`config.mk`:
```
export PLATFORM = sky130hd
export DESIGN_NAME = dac_cmd_ctrl
export DESIGN_NICKNAME = d
export VERILOG_FILES = /design/src/rtl/dac_cmd_pkg.sv /design/src/rtl/dac_code_mask.sv /design/src/rtl/dac_settle_ctl.sv /design/src/rtl/dac_cal_seq.sv /design/src/rtl/dac_cmd_ctrl.sv
export SDC_FILE = /design/constraint.sdc
export NUM_CORES = 1
export LEC_CHECK = 0
export ABC_AREA = 1
export BUFFER_PORTS_ARGS = -buffer_cell sky130_fd_sc_hd__buf_2
export CAP_MARGIN = 30
export CORE_ASPECT_RATIO = 1.75
export CORE_MARGIN = 2
export CORE_UTILIZATION = 35
export CTS_CLUSTER_SIZE = 24
export DETAILED_ROUTE_END_ITERATION = 16
export PLACE_DENSITY = 0.55
export SLEW_MARGIN = 20
export SYNTH_ARGS = -nofsm -noshare
export SYNTH_HDL_FRONTEND = slang
export SYNTH_SLANG_ARGS = --single-unit
```
`constraint.sdc`:
```
create_clock -name clk -period 2.29 [get_ports clk]
set_input_delay 0.229 -clock clk [delete_from_list [all_inputs] [get_ports clk]]
set_output_delay 0.229 -clock clk [all_outputs]
set_load 0.1 [all_outputs]
```
`src/rtl/dac_cmd_pkg.sv`:
```
package dac_cmd_pkg;

   typedef struct packed {
      logic       disf;    // [8] disable fast settling
      logic       adpt;    // [7] always fast settling
      logic       crst;    // [6] zero correction words
      logic       clr;     // [5] zero data code
      logic       res;     // [4] 1 = 20-bit, 0 = 16-bit
      logic       calpin;  // [3] keep output connected during calibration
      logic       sh;      // [2] sample-and-hold reference link
      logic [1:0] mode;    // [1:0] operation mode
   } cmd_t;

   localparam int CMD_W = $bits(cmd_t);

   localparam logic [1:0] MODE_NORMAL  = 2'b00;
   localparam logic [1:0] MODE_SELFCAL = 2'b01;

   localparam logic [1:0] A_CMD  = 2'd0;
   localparam logic [1:0] A_DATA = 2'd1;
   localparam logic [1:0] A_OFS  = 2'd2;
   localparam logic [1:0] A_GAIN = 2'd3;

endpackage

```
`src/rtl/dac_code_mask.sv`:
```
module dac_code_mask #(
   parameter int DATA_W   = 20,
   parameter int SIG_BITS = 16
) (
   input  logic [DATA_W-1:0] data_in,
   input  logic              full_res,
   output logic [DATA_W-1:0] code_out
);
   localparam int LOW_BITS = DATA_W - SIG_BITS;

   for (genvar i = 0; i < DATA_W; i++) begin : g_bit
      if (i < LOW_BITS) begin : g_low
         assign code_out[i] = data_in[i] & full_res;
      end else begin : g_high
         assign code_out[i] = data_in[i];
      end
   end
endmodule

```
`src/rtl/dac_settle_ctl.sv`:
```
module dac_settle_ctl #(
   parameter int DATA_W     = 20,
   parameter int SMALL_STEP = 64
) (
   input  logic              clk,
   input  logic              rst_n,
   input  logic              load,
   input  logic [DATA_W-1:0] new_code,
   input  logic [DATA_W-1:0] prev_code,
   input  logic              force_fast,
   input  logic              kill_fast,
   output logic              fast
);
   localparam logic [DATA_W-1:0] THR = DATA_W'(SMALL_STEP);

   logic [DATA_W-1:0] step_mag;
   logic              small_step;

   always_comb begin
      if (new_code >= prev_code) step_mag = new_code - prev_code;
      else                       step_mag = prev_code - new_code;
      small_step = step_mag < THR;
   end

   always_ff @(posedge clk or negedge rst_n) begin
      if (!rst_n)    fast <= 1'b0;
      else if (load) fast <= !kill_fast && (force_fast || !small_step);
   end
endmodule

```
`src/rtl/dac_cal_seq.sv`:
```
module dac_cal_seq #(
   parameter int              CAL_CYCLES = 16,
   parameter int              CORR_W     = 24,
   parameter logic [CORR_W-1:0] OFS_RAW  = '0,
   parameter logic [CORR_W-1:0] GAIN_RAW = '0
) (
   input  logic              clk,
   input  logic              rst_n,
   input  logic              start,
   output logic              active,
   output logic              done,
   output logic [CORR_W-1:0] ofs_meas,
   output logic [CORR_W-1:0] gain_meas
);
   localparam int                CNT_W    = $clog2(CAL_CYCLES);
   localparam logic [CNT_W-1:0]  LAST     = CNT_W'(CAL_CYCLES - 1);
   localparam logic [CORR_W-1:0] SIGN_BIT = {1'b1, {(CORR_W-1){1'b0}}};

   logic [CNT_W-1:0] cnt;

   always_ff @(posedge clk or negedge rst_n) begin
      if (!rst_n) begin
         active <= 1'b0;
         cnt    <= '0;
      end else if (start && !active) begin
         active <= 1'b1;
         cnt    <= '0;
      end else if (active) begin
         if (cnt == LAST) active <= 1'b0;
         else             cnt    <= cnt + 1'b1;
      end
   end

   assign done      = active && (cnt == LAST);
   // stub measurement: offset converted to offset binary, gain as measured
   assign ofs_meas  = OFS_RAW ^ SIGN_BIT;
   assign gain_meas = GAIN_RAW;
endmodule

```
`src/rtl/dac_cmd_ctrl.sv`:
```
module dac_cmd_ctrl
   import dac_cmd_pkg::*;
#(
   parameter int               DATA_W     = 20,
   parameter int               REG_W      = 24,
   parameter int               CAL_CYCLES = 16,
   parameter int               SMALL_STEP = 64,
   parameter logic [REG_W-1:0] OFS_RAW    = 24'hFFFFF0,
   parameter logic [REG_W-1:0] GAIN_RAW   = 24'h012345
) (
   input  logic              clk,
   input  logic              rst_n,
   input  logic              wr_en,
   input  logic [1:0]        addr,
   input  logic [REG_W-1:0]  wr_data,
   output logic [REG_W-1:0]  rd_data,
   output logic [DATA_W-1:0] dac_code,
   output logic              fast_settle,
   output logic              busy,
   output logic              out_isolate,
   output logic              hold_ref
);
   if (DATA_W <= 16 || REG_W < DATA_W || REG_W < CMD_W) begin : g_bad_width
      $error("dac_cmd_ctrl: DATA_W must exceed 16 and fit in REG_W");
   end
   if (CAL_CYCLES < 2) begin : g_bad_cal
      $error("dac_cmd_ctrl: CAL_CYCLES must be at least 2");
   end

   cmd_t              cmd_q;
   logic [DATA_W-1:0] data_q;
   logic [REG_W-1:0]  ofs_q, gain_q;
   logic              cal_active, cal_done;
   logic [REG_W-1:0]  ofs_meas, gain_meas;
   logic              start_pend, wr_lock, wr_ok, data_we;
   logic [DATA_W-1:0] next_code;

   assign start_pend = (cmd_q.mode == MODE_SELFCAL) && cmd_q.sh && !cal_active;
   assign wr_lock    = cal_active || start_pend;
   assign wr_ok      = wr_en && !wr_lock;
   assign data_we    = wr_ok && (addr == A_DATA) && !cmd_q.clr;

   dac_cal_seq #(
      .CAL_CYCLES(CAL_CYCLES), .CORR_W(REG_W),
      .OFS_RAW(OFS_RAW), .GAIN_RAW(GAIN_RAW)
   ) u_cal (
      .clk(clk), .rst_n(rst_n), .start(start_pend),
      .active(cal_active), .done(cal_done),
      .ofs_meas(ofs_meas), .gain_meas(gain_meas)
   );

   always_ff @(posedge clk or negedge rst_n) begin
      if (!rst_n)                       cmd_q      <= '0;
      else if (wr_ok && addr == A_CMD)  cmd_q      <= cmd_t'(wr_data[CMD_W-1:0]);
      else if (cal_done)                cmd_q.mode <= MODE_NORMAL;
   end

   always_ff @(posedge clk or negedge rst_n) begin
      if (!rst_n)         data_q <= '0;
      else if (cmd_q.clr) data_q <= '0;
      else if (data_we)   data_q <= wr_data[DATA_W-1:0];
   end

   always_ff @(posedge clk or negedge rst_n) begin
      if (!rst_n) begin
         ofs_q  <= '0;
         gain_q <= '0;
      end else if (cmd_q.crst) begin
         ofs_q  <= '0;
         gain_q <= '0;
      end else if (cal_done) begin
         ofs_q  <= ofs_meas;
         gain_q <= gain_meas;
      end else if (wr_ok) begin
         if (addr == A_OFS)  ofs_q  <= wr_data;
         if (addr == A_GAIN) gain_q <= wr_data;
      end
   end

   dac_code_mask #(.DATA_W(DATA_W)) u_mask_out (
      .data_in(data_q), .full_res(cmd_q.res), .code_out(dac_code)
   );

   dac_code_mask #(.DATA_W(DATA_W)) u_mask_new (
      .data_in(wr_data[DATA_W-1:0]), .full_res(cmd_q.res), .code_out(next_code)
   );

   dac_settle_ctl #(.DATA_W(DATA_W), .SMALL_STEP(SMALL_STEP)) u_settle (
      .clk(clk), .rst_n(rst_n), .load(data_we),
      .new_code(next_code), .prev_code(dac_code),
      .force_fast(cmd_q.adpt), .kill_fast(cmd_q.disf), .fast(fast_settle)
   );

   always_comb begin
      case (addr)
         A_CMD:   rd_data = REG_W'(cmd_q);
         A_DATA:  rd_data = REG_W'(data_q);
         A_OFS:   rd_data = ofs_q;
         default: rd_data = gain_q;
      endcase
   end

   assign busy        = cal_active;
   assign out_isolate = cal_active && !cmd_q.calpin;
   assign hold_ref    = cmd_q.sh;
endmodule

```
Word level (Yosys, flattened, before mapping)
Index checks and enable logic that the tools add are counted.
- mux-type cells: 20
- add/sub/neg operators: 3
- reductions and logical operators: 28
- magnitude comparators: 2
- equal/unequal tests: 6
- bitwise logic cells: 8
- operators with widths (cell ; count):
    $mux 24 ; 8
    $pmux 24 s3 ; 1
    $mux 20 ; 3
    $sub 20x20->20 ; 2
    $ge 20x20->1 ; 1
    $lt 20x7->1 const B ; 1
    $mux 4 ; 3
    $logic_and 1x1->1 ; 10
    $reduce_bool 3->1 ; 3
    $and 1x1->1 ; 8
    $logic_not 1->1 ; 6
    $reduce_and 2->1 ; 3
    $reduce_bool 2->1 ; 3
    $add 4x1->4 const B ; 1
    $eq 2x1->1 const B ; 2
    $eq 2x2->1 const B ; 2
    $eq 4x4->1 const B ; 1
    $mux 2 ; 2
    $mux 1 ; 3
    $logic_not 2->1 ; 1
    $logic_or 1x1->1 ; 2
    $ne 2x1->1 const B ; 1
- logic and storage cells: 81
- input port bits: 29
- register bits after elaboration: 83
- output and inout bits: 48

Logic depth before layout (Yosys ltp)
- depth after elaboration: 10
- mapped depth: 24
- gate-level depth less buffers: 22

By module
A second synthesis with hierarchy kept.
- cells, all modules: 1326
- area total of the unflattened synthesis: 8061.5 µm²
- modules (own cells, without submodules) (module ; area an instance (µm²) ; cells an instance ; seq. area each (µm²) ; times used):
    dac_cmd_ctrl ; 4316.6 ; 621 ; 1926.8 ; 1
    dac_settle_ctl ; 2813.9 ; 577 ; 25.0 ; 1
    dac_cal_seq ; 630.6 ; 80 ; 125.1 ; 1
    dac_code_mask ; 150.1 ; 24 ; 0.0 ; 2

Least setup slack after synthesis
No wires, ideal clock.
- kind: register to register
- start: reg cmd_q[4] in the netlist's numbering
- end: reg u_settle.fast
- stages on the path, launching flop included: 22
- period minus slack after synthesis: 3.206 ns
- setup time: 0.120 ns
- path slack: -0.916 ns
- data required time: 2.170 ns
- arrival time: 3.086 ns
- path through: dfrtp_1 -> clkbuf_1 -> nand2_1 -> inv_1 -> ha_1 -> nand2_1 -> inv_1 -> nand2_1 -> nor2_1 -> nand2_1 -> nand2_1 -> nor2_4 -> nand2_4 -> buf_6 -> nor2_1 -> nand2_1 -> nand3b_1 -> nand3b_1 -> nor2_1 -> nand3_1 -> nand2_1 -> nand2_1
- word-level cells in the longest chain between the ends: 7
- elaborated cells between the ends (all ways): 16
- those cells by class: 2 x add/sub; 2 x order compare; 1 x mux; 8 x bitwise; 3 x reduce/logical
- ends and longest elaborated chain (item ; line ; RTL):
    from (decl) ; dac_cmd_ctrl.sv:30 ; cmd_t cmd_q;
    from (signal assigned) ; dac_cmd_ctrl.sv:54 ; else if (wr_ok && addr == A_CMD) cmd_q <= cmd_t'(wr_data[CMD_W-1:0]);
    $and 1x1->1 * ; dac_code_mask.sv:13 ; assign code_out[i] = data_in[i] & full_res;
    named net dac_code[2] ; dac_cmd_ctrl.sv:17 ; output logic [DATA_W-1:0] dac_code,
    $sub 20x20->20 (tied with other cells) ; dac_settle_ctl.sv:21 ; else step_mag = prev_code - new_code;
    $mux 20 * ; dac_settle_ctl.sv:20 ; if (new_code >= prev_code) step_mag = new_code - prev_code;
    $lt 20x7->1 * ; dac_settle_ctl.sv:22 ; small_step = step_mag < THR;
    $logic_not 1->1 * ; dac_settle_ctl.sv:27 ; else if (load) fast <= !kill_fast && (force_fast || !small_step);
    $logic_or 1x1->1 * ; dac_settle_ctl.sv:27 ;
    $logic_and 1x1->1 * ; dac_settle_ctl.sv:27 ;
    to (signal assigned) ; dac_settle_ctl.sv:27 ;
    to (decl) ; dac_settle_ctl.sv:12 ; output logic fast
Mark *: on every way through the listed nets, which the timed path passes. The rest lies on a longest branch.
A chain may end at the register's enable or synchronous reset.

Worst setup path in the final report
- start: reg cmd_q[4] in the netlist's numbering
- end: reg u_settle.fast
- word-level cells in the longest chain between the ends: 7
- elaborated cells between the ends (all ways): 16
- those cells by class: 2 x add/sub; 2 x order compare; 1 x mux; 8 x bitwise; 3 x reduce/logical
- ends and longest elaborated chain (item ; line):
    $and 1x1->1 ; dac_code_mask.sv:13
    $sub 20x20->20 (tied with other cells) ; dac_settle_ctl.sv:21
    $mux 20 * ; dac_settle_ctl.sv:20
    $lt 20x7->1 * ; dac_settle_ctl.sv:22
    $logic_not 1->1 * ; dac_settle_ctl.sv:27
    $logic_or 1x1->1 * ; dac_settle_ctl.sv:27
    $logic_and 1x1->1 * ; dac_settle_ctl.sv:27
Mark *: on every way between the ends. The rest lies on a longest branch, timed or not.

==> flow_metrics.py <==
metrics = {
    "floorplanning": {
        "die-height_um": 182,
        "die_w_um": 106,
        "num_io_pins": 77,
        "die-area_um2": 19300,
        "initial_core_util": 0.355,
        "core-area_um2": 17900,
        "rows": 65,
    },
    "grt": {
        "track_usage": 0.251,
        "grtUsageMet2": 0.472,
        "grt_max_degree": 43,
        "grt_pass1_vias": 7115,
        "grt.overflow.total": 0,
        "antenna_found_initial": 0,
        "grtUsageMet3": 0.0246,
        "busiest_layer": "met2",
        "grt_pass1_wl_um": 37100,
        "use_met1": 0.273,
    },
    "layout": {
        "utilization": 0.538,
        "area.growth.synth_to_final_pct": 51.6,
        "num-fill-cells": 1791,
        "n_antenna_cell": 0,
        "drive_gt1_frac": 0.341,
        "fin_area_um2": 9630,
        "nets": 1270,
    },
    "sta": {
        "worst_pin_slew_ns": 0.728,
        "setup_violations": 1,
        "max_freq_mhz": 380,
        "hold_viol_final": 0,
        "fin_crit_ns": 2.63,
        "rsz0062_at_grt": "yes",
        "skew_ns": 0.00515,
        "slew_headroom": 0.515,
        "slew_viol_final": 0,
        "post-route-period-util": 1.15,
        "fin_ws_ns": -0.344,
    },
    "critical_path": {
        "worstSetupPathType": "flip-flop to flip-flop",
        "cp-start-kind": "flip-flop",
        "arrival_ns": 2.86,
        "required_ns": 2.52,
        "rr_startpoint": "cmd_q[4]",
        "reg2reg_to": "u_settle.fast",
        "worstPathMaxFanout": 8,
        "reg2reg_depth": 17,
        "crit_path_end_kind": "flip-flop",
        "ff2ff_setup_slack_ns": -0.34,
    },
    "outcome": {
        "violations": "negative setup slack",
        "outcome": "complete, but fails checks",
    },
    "cts": {
        "htreeDepth": 3,
        "cts-buffers-inserted": 9,
        "clk_latency_ns": 0.34,
        "cts_tree": "yes",
        "clk_pin_slew_ns": 0.06,
        "cts_buffer_depth": 2,
        "cts_sinks": 83,
        "clock_tree.root_cell": "clkbuf_16",
    },
    "min_path": {
        "hold_path.class": "input port to flip-flop",
        "hold_depth": 3,
        "hold-path-endpoint": "gain_q[21]",
        "min-delay-start": "wr_data[21]",
    },
    "synthesis": {
        "syn-num-nets": 1005,
        "synth_area_leader_cell": "dfrtp_1",
        "synth_area_leaders": "dfrtp_1, nand2_1, inv_1",
        "yosys_warnings": 0,
        "ys_ff_latch": 83,
        "synth_edf_count": 0,
        "yosysSeqAreaShare": 0.327,
        "ys.flop_type": "dfrtp_1",
        "synth_area_per_cell_um2": 6.78,
        "syn-instance-count": 937,
        "synthArstFlopShare": 1.00,
        "netlist_area_um2": 6350,
        "synth_top_area_frac": 0.327,
        "synth_cell_types": 40,
    },
    "placement": {
        "dp_hpwl_um": 19700,
        "place.gp.congestion": 0.956,
        "portBuffers": 76,
        "dpl_cell_area_um2": 8780,
    },
    "route": {
        "routed-via-count": 7062,
        "antenna_left": 0,
        "drt_wl_total_um": 24000,
        "drc_errors": 0,
        "routedWlPerCell_um": 16.6,
        "vias_per_cell": 4.90,
        "drt_iter0_markers": 266,
        "dr.pass1.iters": 6,
    },
    "job": {
        "maxCapViolations": 0,
    },
    "pwr": {
        "power_density_nw_per_um2": 1060,
        "worst_ir_drop_vdd_mv": 1.15,
        "p_leak_nw": 4.98,
    },
}
-- stage by stage --
step / total power [mW] / hold WS (ns) / cells / setup slack (ns) / TNS (ns)
after floorplan: 5.98 / -0.0666 / 937 / -0.608 / -6.18
after global placement: 8.21 / 0.253 / 1412 / -0.576 / -0.576
after detailed placement: 8.26 / 0.250 / 1412 / -0.533 / -0.533
after CTS: 10.0 / 0.140 / 1434 / -0.350 / -0.350
after global routing: 10.8 / 0.147 / 1441 / -0.523 / -0.523
final: 10.2 / 0.151 / 1441 / -0.344 / -0.344
-- critical path, stage by stage (launching register included) --
cell and delay (ns):
dfrtp_2 0.48, nand2_4 0.10, clkinvlp_4 0.10, ha_4 0.25, a21oi_1 0.21, nor2_1 0.08, nor2_1 0.08, nand2_1 0.06
a21oi_1 0.36, nand2_1 0.18, nand3_2 0.11, nand2_1 0.05, nor2_1 0.08, nand2_1 0.07, nor2_2 0.10, nand3_2 0.10
nand2_1 0.06, nand2_1 0.04
-- power breakdown --
part | internal, mW | switching (mW)
Clock | 1.01 | 0.564
Sequential | 1.95 | 0.282
Combinational | 2.32 | 4.10
-- Yosys cell counts (2+ instances only) --
| cell | number |
|---|---|
| a21o_1 | 2 |
| buf_2 | 6 |
| o221ai_1 | 11 |
| nor3_1 | 15 |
| nand3b_1 | 4 |
| nand2_4 | 2 |
| o21bai_1 | 7 |
| nand2_1 | 240 |
| nor4_1 | 8 |
| a21oi_1 | 50 |
| o21ai_0 | 50 |
| xor2_1 | 3 |
| buf_4 | 17 |
| o21ai_1 | 3 |
| nand3_1 | 49 |
| inv_1 | 166 |
| mux2_2 | 3 |
| nand2_2 | 2 |
| ha_1 | 39 |
| nand4_1 | 9 |
| nor2_1 | 70 |
| clkbuf_1 | 18 |
| dfrtp_1 | 83 |
| nor2_2 | 5 |
| buf_6 | 2 |
| nor2_4 | 2 |
| or2_2 | 2 |
| o22ai_1 | 48 |
| and2_1 | 3 |
| o211ai_1 | 8 |
-- kinds of logic after synthesis --
group / synth area share
and+or+nand+nor: 0.279
buffers and inverters: 0.139
AOI/OAI and AO/OA: 0.169
DFF: 0.327
adders and majority gates: 0.0768
xor gates and xnor gates: 0.00414
muxes: 0.00532
-- cell type report --
cell class	count	area (µm²)	area share
multi-input combinational	643	3820	0.397
clock inverter	5	75.1	0.00780
inverter	168	641	0.0665
tap	234	293	0.0304
clock buffer	11	253	0.0262
sequential	83	2080	0.216
timing repair buffer	297	2460	0.256
-- timing repair --
item / in CTS / in global routing
setup buffers: 5 / 6
pin swaps: 13 / 32
endpoints found under the hold margin: 39 / 0
resized for setup: 36 / 62
endpoints found under the setup margin: 1 / 2
hold buffers: 1 / 0
cloned: 0 / 1
-- layer usage --
layer  vias up  part of all wire
met5         -                 0
li1       3558                 -
met3        42             0.035
met2       179              0.54
met4         0             0.051
met1      3283              0.37
-- cell usage in the layout, fill, tap and decap left out, drive strengths merged --
cell	n
buf	296
nor4	9
o211ai	8
nand3	50
o221ai	11
dlygate4sd3	1
a31oi	1
o21a	1
nor3	15
nand2	245
clkinvlp	2
and2	3
nor2	77
nor3b	1
o22ai	48
a21o	2
mux2	3
or2	2
clkinv	4
clkbuf	11
inv	165
a21oi	50
bufinv	2
dfrtp	83
xor2	3
o21bai	7
o21ai	54
nand3b	4
a32o	1
nand4	9
ha	39
-- worst max path at each step --
stage                from             to  slack, ns  cells after the start
2_1_floorplan     addr[0]     rd_data[2]      -0.61                      3
3_3_place_gp   wr_data[8]  u_settle.fast      -0.58                     19
3_5_place_dp     cmd_q[4]  u_settle.fast      -0.53                     19
4_1_cts          cmd_q[4]  u_settle.fast      -0.35                     21
5_1_grt        data_q[13]  u_settle.fast      -0.52                     21
6_report         cmd_q[4]  u_settle.fast      -0.34                     17
-- registers in the layout, indices dropped and copies added (netlist names) --
register       count
u_cal.active       1
u_cal.cnt          4
u_settle.fast      1
data_q            20
cmd_q              8
gain_q            24
hold_ref           1
ofs_q             24
Note: power is estimated with default switching activity, not from simulation.
